==> src/rtl/irq_pkg.sv <==
package irq_pkg;
   localparam logic [1:0] SENS_RISE  = 2'b00;
   localparam logic [1:0] SENS_FALL  = 2'b01;
   localparam logic [1:0] SENS_LEVEL = 2'b10;
   localparam logic [1:0] SENS_LVL2  = 2'b11;

   localparam logic [1:0] OM_LOW_DRV  = 2'b00;
   localparam logic [1:0] OM_HIGH_DRV = 2'b01;
   localparam logic [1:0] OM_LOW_OD   = 2'b10;
   localparam logic [1:0] OM_RSVD     = 2'b11;
endpackage

==> src/rtl/irq_src_cell.sv <==
module irq_src_cell
   import irq_pkg::*;
(
   input  logic       clk,
   input  logic       rst_n,
   input  logic       src_i,
   input  logic [1:0] sens_i,
   input  logic       clr_i,
   output logic       stat_o
);
   logic prev_q;
   logic stat_q;
   logic hit;
   logic is_level;

   assign is_level = sens_i[1];

   always_comb begin
      case (sens_i)
         SENS_RISE: hit = src_i & ~prev_q;
         SENS_FALL: hit = ~src_i & prev_q;
         default:   hit = 1'b0;
      endcase
   end

   always_ff @(posedge clk or negedge rst_n) begin
      if (!rst_n) begin
         prev_q <= 1'b0;
         stat_q <= 1'b0;
      end else begin
         prev_q <= src_i;
         if (is_level) stat_q <= src_i;
         else          stat_q <= (stat_q & ~clr_i) | hit;
      end
   end

   assign stat_o = stat_q;

   // rising edge latches
   a_r2_rise_latch: assert property (@(posedge clk) disable iff (!rst_n)
      (sens_i == SENS_RISE && src_i && !prev_q) |=> stat_q);
   // falling edge latches
   a_r3_fall_latch: assert property (@(posedge clk) disable iff (!rst_n)
      (sens_i == SENS_FALL && !src_i && prev_q) |=> stat_q);
   // level follows source
   a_r4_level_follow: assert property (@(posedge clk) disable iff (!rst_n)
      (sens_i[1]) |=> (stat_q == $past(src_i)));
   // clear without new edge empties the bit
   a_r5_clear: assert property (@(posedge clk) disable iff (!rst_n)
      (!sens_i[1] && clr_i && (src_i == prev_q)) |=> !stat_q);
   // edge coinciding with clear survives
   a_r6_clear_race: assert property (@(posedge clk) disable iff (!rst_n)
      (sens_i == SENS_RISE && clr_i && src_i && !prev_q) |=> stat_q);
endmodule

==> src/rtl/irq_pin_drv.sv <==
module irq_pin_drv
   import irq_pkg::*;
(
   input  logic [1:0] mode_i,
   input  logic       act_i,
   output logic       pin_o,
   output logic       oe_o
);
   always_comb begin
      case (mode_i)
         OM_HIGH_DRV: begin pin_o = act_i;  oe_o = 1'b1;  end
         OM_LOW_OD:   begin pin_o = 1'b0;   oe_o = act_i; end
         default:     begin pin_o = ~act_i; oe_o = 1'b1;  end
      endcase
   end
endmodule

==> src/rtl/irq_collector.sv <==
module irq_collector
   import irq_pkg::*;
#(
   parameter int N_SRC = 8
) (
   input  logic                 clk,
   input  logic                 rst_n,
   input  logic [N_SRC-1:0]     src_i,
   input  logic                 mask_we_i,
   input  logic [N_SRC-1:0]     mask_wdata_i,
   output logic [N_SRC-1:0]     mask_rdata_o,
   input  logic                 sens_we_i,
   input  logic [2*N_SRC-1:0]   sens_wdata_i,
   output logic [2*N_SRC-1:0]   sens_rdata_o,
   input  logic                 omode_we_i,
   input  logic [1:0]           omode_wdata_i,
   output logic [1:0]           omode_rdata_o,
   input  logic                 stat_rd_i,
   output logic [N_SRC-1:0]     stat_rdata_o,
   output logic                 irq_pin_o,
   output logic                 irq_oe_o
);
   localparam int SENS_W = 2 * N_SRC;

   generate
      if (N_SRC < 1 || N_SRC > 64) begin : g_bad_width
         $error("irq_collector: N_SRC must be 1..64");
      end
   endgenerate

   logic [N_SRC-1:0]  mask_q;
   logic [SENS_W-1:0] sens_q;
   logic [1:0]        omode_q;
   logic [N_SRC-1:0]  stat;
   logic              act;

   always_ff @(posedge clk or negedge rst_n) begin
      if (!rst_n) begin
         mask_q  <= '0;
         sens_q  <= '0;
         omode_q <= OM_LOW_DRV;
      end else begin
         if (mask_we_i)  mask_q  <= mask_wdata_i;
         if (sens_we_i)  sens_q  <= sens_wdata_i;
         if (omode_we_i) omode_q <= omode_wdata_i;
      end
   end

   for (genvar i = 0; i < N_SRC; i++) begin : g_src
      irq_src_cell u_cell (
         .clk    (clk),
         .rst_n  (rst_n),
         .src_i  (src_i[i]),
         .sens_i (sens_q[2*i +: 2]),
         .clr_i  (stat_rd_i),
         .stat_o (stat[i])
      );
   end

   assign act = |(stat & mask_q);

   irq_pin_drv u_drv (
      .mode_i (omode_q),
      .act_i  (act),
      .pin_o  (irq_pin_o),
      .oe_o   (irq_oe_o)
   );

   assign mask_rdata_o  = mask_q;
   assign sens_rdata_o  = sens_q;
   assign omode_rdata_o = omode_q;
   assign stat_rdata_o  = stat;

   // with every enable off the line is inactive in every mode
   a_r7_masked_quiet: assert property (@(posedge clk) disable iff (!rst_n)
      (mask_q == '0) |-> ((omode_q == OM_HIGH_DRV) ? !irq_pin_o :
                          (omode_q == OM_LOW_OD)   ? !irq_oe_o : irq_pin_o));
   // open-drain never drives high
   a_r10_od_low: assert property (@(posedge clk) disable iff (!rst_n)
      (omode_q == OM_LOW_OD) |-> !irq_pin_o);
   // driven modes always enable the output
   a_r8_driven_oe: assert property (@(posedge clk) disable iff (!rst_n)
      (omode_q != OM_LOW_OD) |-> irq_oe_o);
   // a written enable value appears one clock later
   a_r11_mask_wr: assert property (@(posedge clk) disable iff (!rst_n)
      mask_we_i |=> (mask_rdata_o == $past(mask_wdata_i)));
endmodule

==> config.mk <==
export PLATFORM = sky130hd
export DESIGN_NAME = irq_collector
export DESIGN_NICKNAME = d
export VERILOG_FILES = /design/src/rtl/irq_pkg.sv /design/src/rtl/irq_src_cell.sv /design/src/rtl/irq_pin_drv.sv /design/src/rtl/irq_collector.sv
export SDC_FILE = /design/constraint.sdc
export NUM_CORES = 1
export LEC_CHECK = 0
export BUFFER_PORTS_ARGS = -buffer_cell sky130_fd_sc_hd__buf_2
export CAP_MARGIN = 20
export CORE_ASPECT_RATIO = 0.8
export CORE_MARGIN = 1.5
export CORE_UTILIZATION = 40
export DETAILED_ROUTE_END_ITERATION = 12
export GPL_ROUTABILITY_DRIVEN = 0
export HOLD_SLACK_MARGIN = 0.08
export PLACE_DENSITY_LB_ADDON = 0.2
export SETUP_SLACK_MARGIN = 0.5
export SYNTH_ARGS = -nofsm -noshare
export SYNTH_HDL_FRONTEND = slang
export SYNTH_HIERARCHICAL = 1
export SYNTH_SLANG_ARGS = --single-unit
==> constraint.sdc <==
create_clock -name clk -period 1.2 [get_ports clk]
set_input_delay 0.18 -clock clk [delete_from_list [all_inputs] [get_ports clk]]
set_output_delay 0.18 -clock clk [all_outputs]
set_load 0.005 [all_outputs]
==> reports/metrics.yaml, run 1 <==
grt:
  grt_pass1_vias: 1485
  grt_max_degree: 43
  grt_pass1_wl_mm: 7.27
  antenna_found_initial: 0
  grt.total_usage_pct: 19.2
  grt_overflow_total: 0
final_layout:
  layout-area-overhead-vs-synth_pct: 62.9
  n_fill_cell: 321
  diodes: 0
  drive_above_1_share_pct: 62.9
  final_nets: 281
  final_cells: 297
critical_path:
  cp-start-kind: "flip-flop"
  critPathMaxFanout: 3
  cp.required_ps: 1020
  r2r_end: "g_src[4].u_cell/stat_o"
  worstPathArrival_ps: 1430
  r2r_start: "sens_rdata_o[8]"
  ff2ff_setup_slack_ps: 170
  crit_type: "flip-flop to output pin"
  cp-end-kind: "output pin"
  rr_worst_depth: 2
sta:
  rsz0062_at_grt: "true"
  timing.max_slew.rel_slack_pct: 80.7
  period_minus_slack_ps: 1610
  maxSlewViolCount: 0
  setup_violations: 2
  timing.final.ws_setup_ps: -411
  finalCritPeriodShare_pct: 134
  tns_ps: -800
  fmax_mhz: 621
  worst_pin_slew_ps: 289
  holdWs_ps: 126
  finalHoldViolations: 0
  finalClockSkew_ps: 2.61
yosys:
  synth.largest_area_cell: "dfrtp_1"
  ys_ff_latch: 42
  netlist_instances: 116
  yosysUniqueCellTypes: 17
  syn_nets: 158
  synth_warnings: 6
  yosysTopAreaCellShare_pct: 58.3
  synthTopCellsByArea: "dfrtp_1 (58%), mux2_2 (10%), mux2_4 (8.3%)"
  ys_seq_area_share_pct: 58.3
  syn_area_um2: 1800
  avgSynthCellArea_um2: 15.5
detailed_routing:
  drt-pass1-iter-count: 4
  drt_iter0_drc: 39
  antenna_left: 0
  remaining_drc_errors: 0
  vias_per_cell: 4.89
  wl_per_cell_um: 15.8
  vias: 1452
  wl_mm: 4.69
power:
  power_density_nw_per_um2: 1210
  clock_power_share_pct: 25.7
  seq_power_share_pct: 47.4
  finalPower_mw: 3.55
  p_int_mw: 2.66
  switching_share_pct: 25.1
  irDropWorstVdd_v: 0.000810
  p_switching_mw: 0.893
  p_comb_share_pct: 26.9
  p_leak_nw: 1.52
place:
  detailed_place_hpwl_mm: 3.03
  dpl.cell_count: 260
  port_buffers: 75
  dp_slack_ps: -105
cts:
  h-tree-depth: 2
  clkLatencyLatePin_ps: 280
  clock_path_buffers: 2
  clkTransAtPathRegs_ps: 80
  cts_sinks: 42
  cts_made_buffers: 5
  clock-root-buffer: "clkbuf_8"
  cts_tree: "yes"
run_status:
  violations: "negative setup slack"
  status: "finished, violations left"
floorplan:
  die_y_um: 63.1
  ios: 76
  die_area_um2: 4920
  core_area_um2: 4260
  rows: 21
  die-width_um: 78.1
  initial_core_util_pct: 42.4
worst_hold_path:
  whs_endpoint: "sens_rdata_o[8]"
  min_from: "sens_wdata_i[8]"
  min_path_cells: 2
  hold_path_class: "input port to flip-flop"
job:
  drv_cap: 0
metrics by stage:
stage / area, µm² / util (%)
after floorplan: 1810 / -
final: 2940 / 69.0
after global routing: 2940 / 69.0
after CTS: 2790 / 65.6
after global placement: 2350 / 55.2
after detailed placement: 2350 / 55.2
power groups by stage:
stage               registers [mW]  clock network [mW]  logic, mW
floorplan                     1.69                   0      0.279
global placement              1.67                   0      0.648
detailed placement            1.69                   0      0.659
CTS                           1.68               0.959      0.858
global route                  1.70                1.03       1.02
finish                        1.68               0.915      0.956
cell usage after synthesis (all sizes together):
cell	count
nand2b	1
mux2	26
dfrtp	42
a211o	8
o21bai	8
nor3b	8
o21ai	1
nand3b	1
inv	3
buf	3
nand4	1
a22oi	4
and4bb	8
ha	2
cell families (layout without fill, tap and decap cells):
logic type | Yosys count | count (layout) | share of synthesized area [%]
buf+inv | 6 | 130 | 2.64
simple gates | 19 | 19 | 9.99
flops | 42 | 42 | 58.3
fa+ha+maj | 2 | 2 | 1.39
mux | 26 | 26 | 18.3
compound gates | 21 | 21 | 9.37
what timing repair did:
item                                    CTS  global route
endpoints found under the setup margin   70            70
endpoints found under the hold margin    50             0
buffers inserted                          9            11
hold buffers                              9             0
resized for setup                        44            14
pin swaps                                 6             7
state kept, by name, indices dropped and copies added, names as in the netlist:
name,count
g_src.u_cell/prev_q,8
mask_rdata_o,8
g_src.u_cell/stat_o,8
sens_rdata_o,16
omode_rdata_o,2
how the worst max path moves through the flow:
stage,startpoint,endpoint,slack [ps]
3_3_place_gp,g_src[2].u_cell/stat_o,irq_pin_o,-70
3_5_place_dp,g_src[4].u_cell/stat_o,irq_pin_o,-110
2_1_floorplan,omode_rdata_o[1],irq_pin_o,100
5_1_grt,mask_rdata_o[6],irq_pin_o,-530
6_report,mask_rdata_o[4],irq_pin_o,-410
4_1_cts,mask_rdata_o[6],irq_pin_o,-390
cell type report:
type                            count  area [µm²]  share of cell area, %
Sequential cell                    42        1050                   35.8
Clock inverter                      1        5.00                  0.170
Multi-Input combinational cell     68         800                   27.2
Tap cell                           57        71.3                   2.43
Timing Repair Buffer              119         912                   31.1
Clock buffer                        7        86.3                   2.94
Inverter                            3        11.3                  0.383
placed cells by master (no fill, tap or decap), drive strengths merged:
cell type	count
mux2	26
clkbuf	7
ha	2
nand2b	1
dlygate4sd3	9
a211o	8
nand3b	1
nor3b	8
clkinv	1
inv	3
o21ai	1
buf	110
nand4	1
o21bai	8
dfrtp	42
a22oi	4
and4bb	8
critical path, cell delays in order (launching register included):
cell	delay, ps
dfrtp_1	400
a22oi_2	210
nand4_1	210
nand3b_1	160
o21ai_2	60
buf_2	120
routing by layer:
layer,wire (µm),track usage [%]
met4,19,4.02
met5,0,0
met3,214,4.20
met2,2430,34.1
met1,2020,24.1
No activity file was read; power rests on OpenSTA's default activity.
==> run 2, diff against run 1 <==
--- a/config.mk
+++ b/config.mk
@@ -13,7 +13,7 @@
 export DETAILED_ROUTE_END_ITERATION = 12
 export GPL_ROUTABILITY_DRIVEN = 0
 export HOLD_SLACK_MARGIN = 0.08
-export PLACE_DENSITY_LB_ADDON = 0.2
+export PLACE_DENSITY = 0.77
 export SETUP_SLACK_MARGIN = 0.5
 export SYNTH_ARGS = -nofsm -noshare
 export SYNTH_HDL_FRONTEND = slang
==> reports/metrics.yaml, run 2 (synthesized netlist as in run 1, its figures left out) <==
run_status:
  status: "finished, violations left"
  violations: "negative setup slack"
grt:
  grt_max_degree: 43  # unchanged
  grt.total_usage_pct: 18.2  # -0.99 points
  grt_overflow_total: 0  # unchanged
  grt_pass1_vias: 1424  # -4.1%
  grt_pass1_wl_mm: 6.81  # -6.4%
  antenna_found_initial: 0  # unchanged
cts:
  h-tree-depth: 2  # unchanged
  clkLatencyLatePin_ps: 280  # about the same
  cts_made_buffers: 5  # unchanged
  clock_path_buffers: 2  # unchanged
  clkTransAtPathRegs_ps: 70  # about the same
  cts_sinks: 42  # unchanged
  clock-root-buffer: "clkbuf_8"
  cts_tree: "yes"
power:
  irDropWorstVdd_v: 0.000644  # -20%
  p_leak_nw: 1.46  # -3.7%
  seq_power_share_pct: 49.3  # +1.9 points
  finalPower_mw: 3.42  # -3.8%
  clock_power_share_pct: 24.3  # -1.4 points
  p_comb_share_pct: 26.4  # -0.5 points
  p_switching_mw: 0.855  # -4.2%
  power_density_nw_per_um2: 1200  # -1.1%
  switching_share_pct: 25.0  # -0.11 points
  p_int_mw: 2.56  # -3.7%
critical_path:
  worstPathArrival_ps: 1430  # about the same
  critPathMaxFanout: 3  # unchanged
  crit_type: "flip-flop to output pin"
  critPathSlowestCell: "dfrtp_1"
  slowest_delay_ps: 410  # about the same
  path_cells: "a22oi_2 -> nand4_1 -> nand3b_1 -> o21ai_2 -> buf_2"
  cp-end-kind: "output pin"
  ff2ff_setup_slack_ps: 130  # -40 ps
  cp-start-kind: "flip-flop"
  cp.required_ps: 1020  # about the same
final_layout:
  final_nets: 272  # -3.2%
  regArea_um2: 1050  # unchanged
  final_common_cell: "buf_2"
  layout-area-overhead-vs-synth_pct: 58.4
  drive_above_1_share_pct: 62.2  # -0.74 points
  diodes: 0  # unchanged
  final_cell_mix: "buf_2 (64), dfrtp_1 (42), buf_6 (29)"
  n_fill_cell: 317  # -1.2%
  utilization_pct: 67.1  # -1.9 points
  multi_input_area_um2: 823  # +3.0%
  largest_register_ff_count: 16  # unchanged
worst_hold_path:
  hold_path_class: "input port to flip-flop"
floorplan:
  initial_core_util_pct: 42.4  # unchanged
  die-width_um: 78.1  # unchanged
  die_y_um: 63.1  # unchanged
  rows: 21  # unchanged
  core_area_um2: 4260  # unchanged
  die_area_um2: 4920  # unchanged
  ios: 76  # unchanged
sta:
  worst_pin_slew_ps: 291  # +1.89 ps
  finalCritPeriodShare_pct: 134  # -0.36 points
  maxSlewViolCount: 0  # unchanged
  rsz0062_at_grt: "true"
  fmax_mhz: 622  # +0.27%
  timing.final.ws_setup_ps: -407  # +4.33 ps
  finalHoldViolations: 0  # unchanged
  period_minus_slack_ps: 1610  # -4.33 ps
  setup_violations: 2  # unchanged
  timing.max_slew.rel_slack_pct: 80.6  # -0.13 points
  holdWs_ps: 120  # -5.87 ps
  finalClockSkew_ps: 3.71  # +1.11 ps
place:
  detailed_place_hpwl_mm: 2.83  # -6.9%
  port_buffers: 75  # unchanged
  dp_slack_ps: -143  # -37.7 ps
detailed_routing:
  wl_mm: 4.25  # -9.3%
  drt-pass1-iter-count: 4  # unchanged
  wl_per_cell_um: 14.8  # -6.2%
  vias: 1386  # -4.5%
  antenna_left: 0  # unchanged
  drt_iter0_drc: 31  # -21%
  remaining_drc_errors: 0  # unchanged
  vias_per_cell: 4.83  # -1.2%
job:
  drv_cap: 0  # unchanged
-- run 2: worst paths after layout --
check | endpoint | depth (start not counted) | from
setup / recovery | irq_pin_o | 5 | g_src[7].u_cell/stat_o
hold / removal | sens_rdata_o[10] | 2 | sens_wdata_i[10]
setup reg to reg | g_src[1].u_cell/stat_o | 3 | g_src[1].u_cell/stat_o
hold reg to reg | sens_rdata_o[0] | 1 | sens_rdata_o[0]
max in group asynchronous | sens_rdata_o[1] | 3 | rst_n
min in group asynchronous | sens_rdata_o[8] | 3 | rst_n
-- run 2: power by group through the flow --
| stage | combinational [mW] | clock, mW | sequential, mW |
|---|---|---|---|
| after global routing | 0.981 | 0.922 | 1.70 |
| final | 0.904 | 0.830 | 1.68 |
| after global placement | 0.636 | 0 | 1.68 |
| after CTS | 0.868 | 0.867 | 1.68 |
| after detailed placement | 0.643 | 0 | 1.69 |
| after floorplan | 0.279 | 0 | 1.69 |
-- run 2: stage by stage --
| stage | setup TNS (ps) | cell area, µm² | cells |
|---|---|---|---|
| floorplan | 0 | 1810 | 116 |
| global placement | -235 | 2340 | 258 |
| detailed placement | -274 | 2340 | 258 |
| CTS | -813 | 2800 | 283 |
| global route | -984 | 2860 | 287 |
| finish | -782 | 2860 | 287 |
-- run 2: timing repair --
| action | in CTS | in global routing |
|---|---|---|
| hold buffers | 9 | 0 |
| gates resized for setup | 50 | 5 |
| hold endpoints to repair | 50 | 0 |
| setup buffers | 9 | 4 |
| endpoints found under the setup margin | 70 | 70 |
| pin swaps | 5 | 3 |
-- run 2: cell type report --
class | count | area share [%]
inverters | 3 | 0.394
flip-flops and latches | 42 | 36.8
repair buffers | 110 | 28.8
clock buffers | 7 | 2.67
multi-input cells | 68 | 28.8
well taps | 57 | 2.50
-- run 2: per-layer routing --
metal	global-route usage (%)	vias to the layer above	wire length, µm
met2	28.3	61	1870
met4	5.36	0	46
li1	-	663	-
met3	6.38	8	344
met1	24.1	654	1990
met5	0	-	0
-- run 2: critical path: cells and delay by family (launching register included) --
kind / cells / cell delay (ps)
buffers and inverters: 1 / 120
and+or+nand+nor: 2 / 350
DFF: 1 / 410
AOI/OAI and AO/OA: 2 / 250
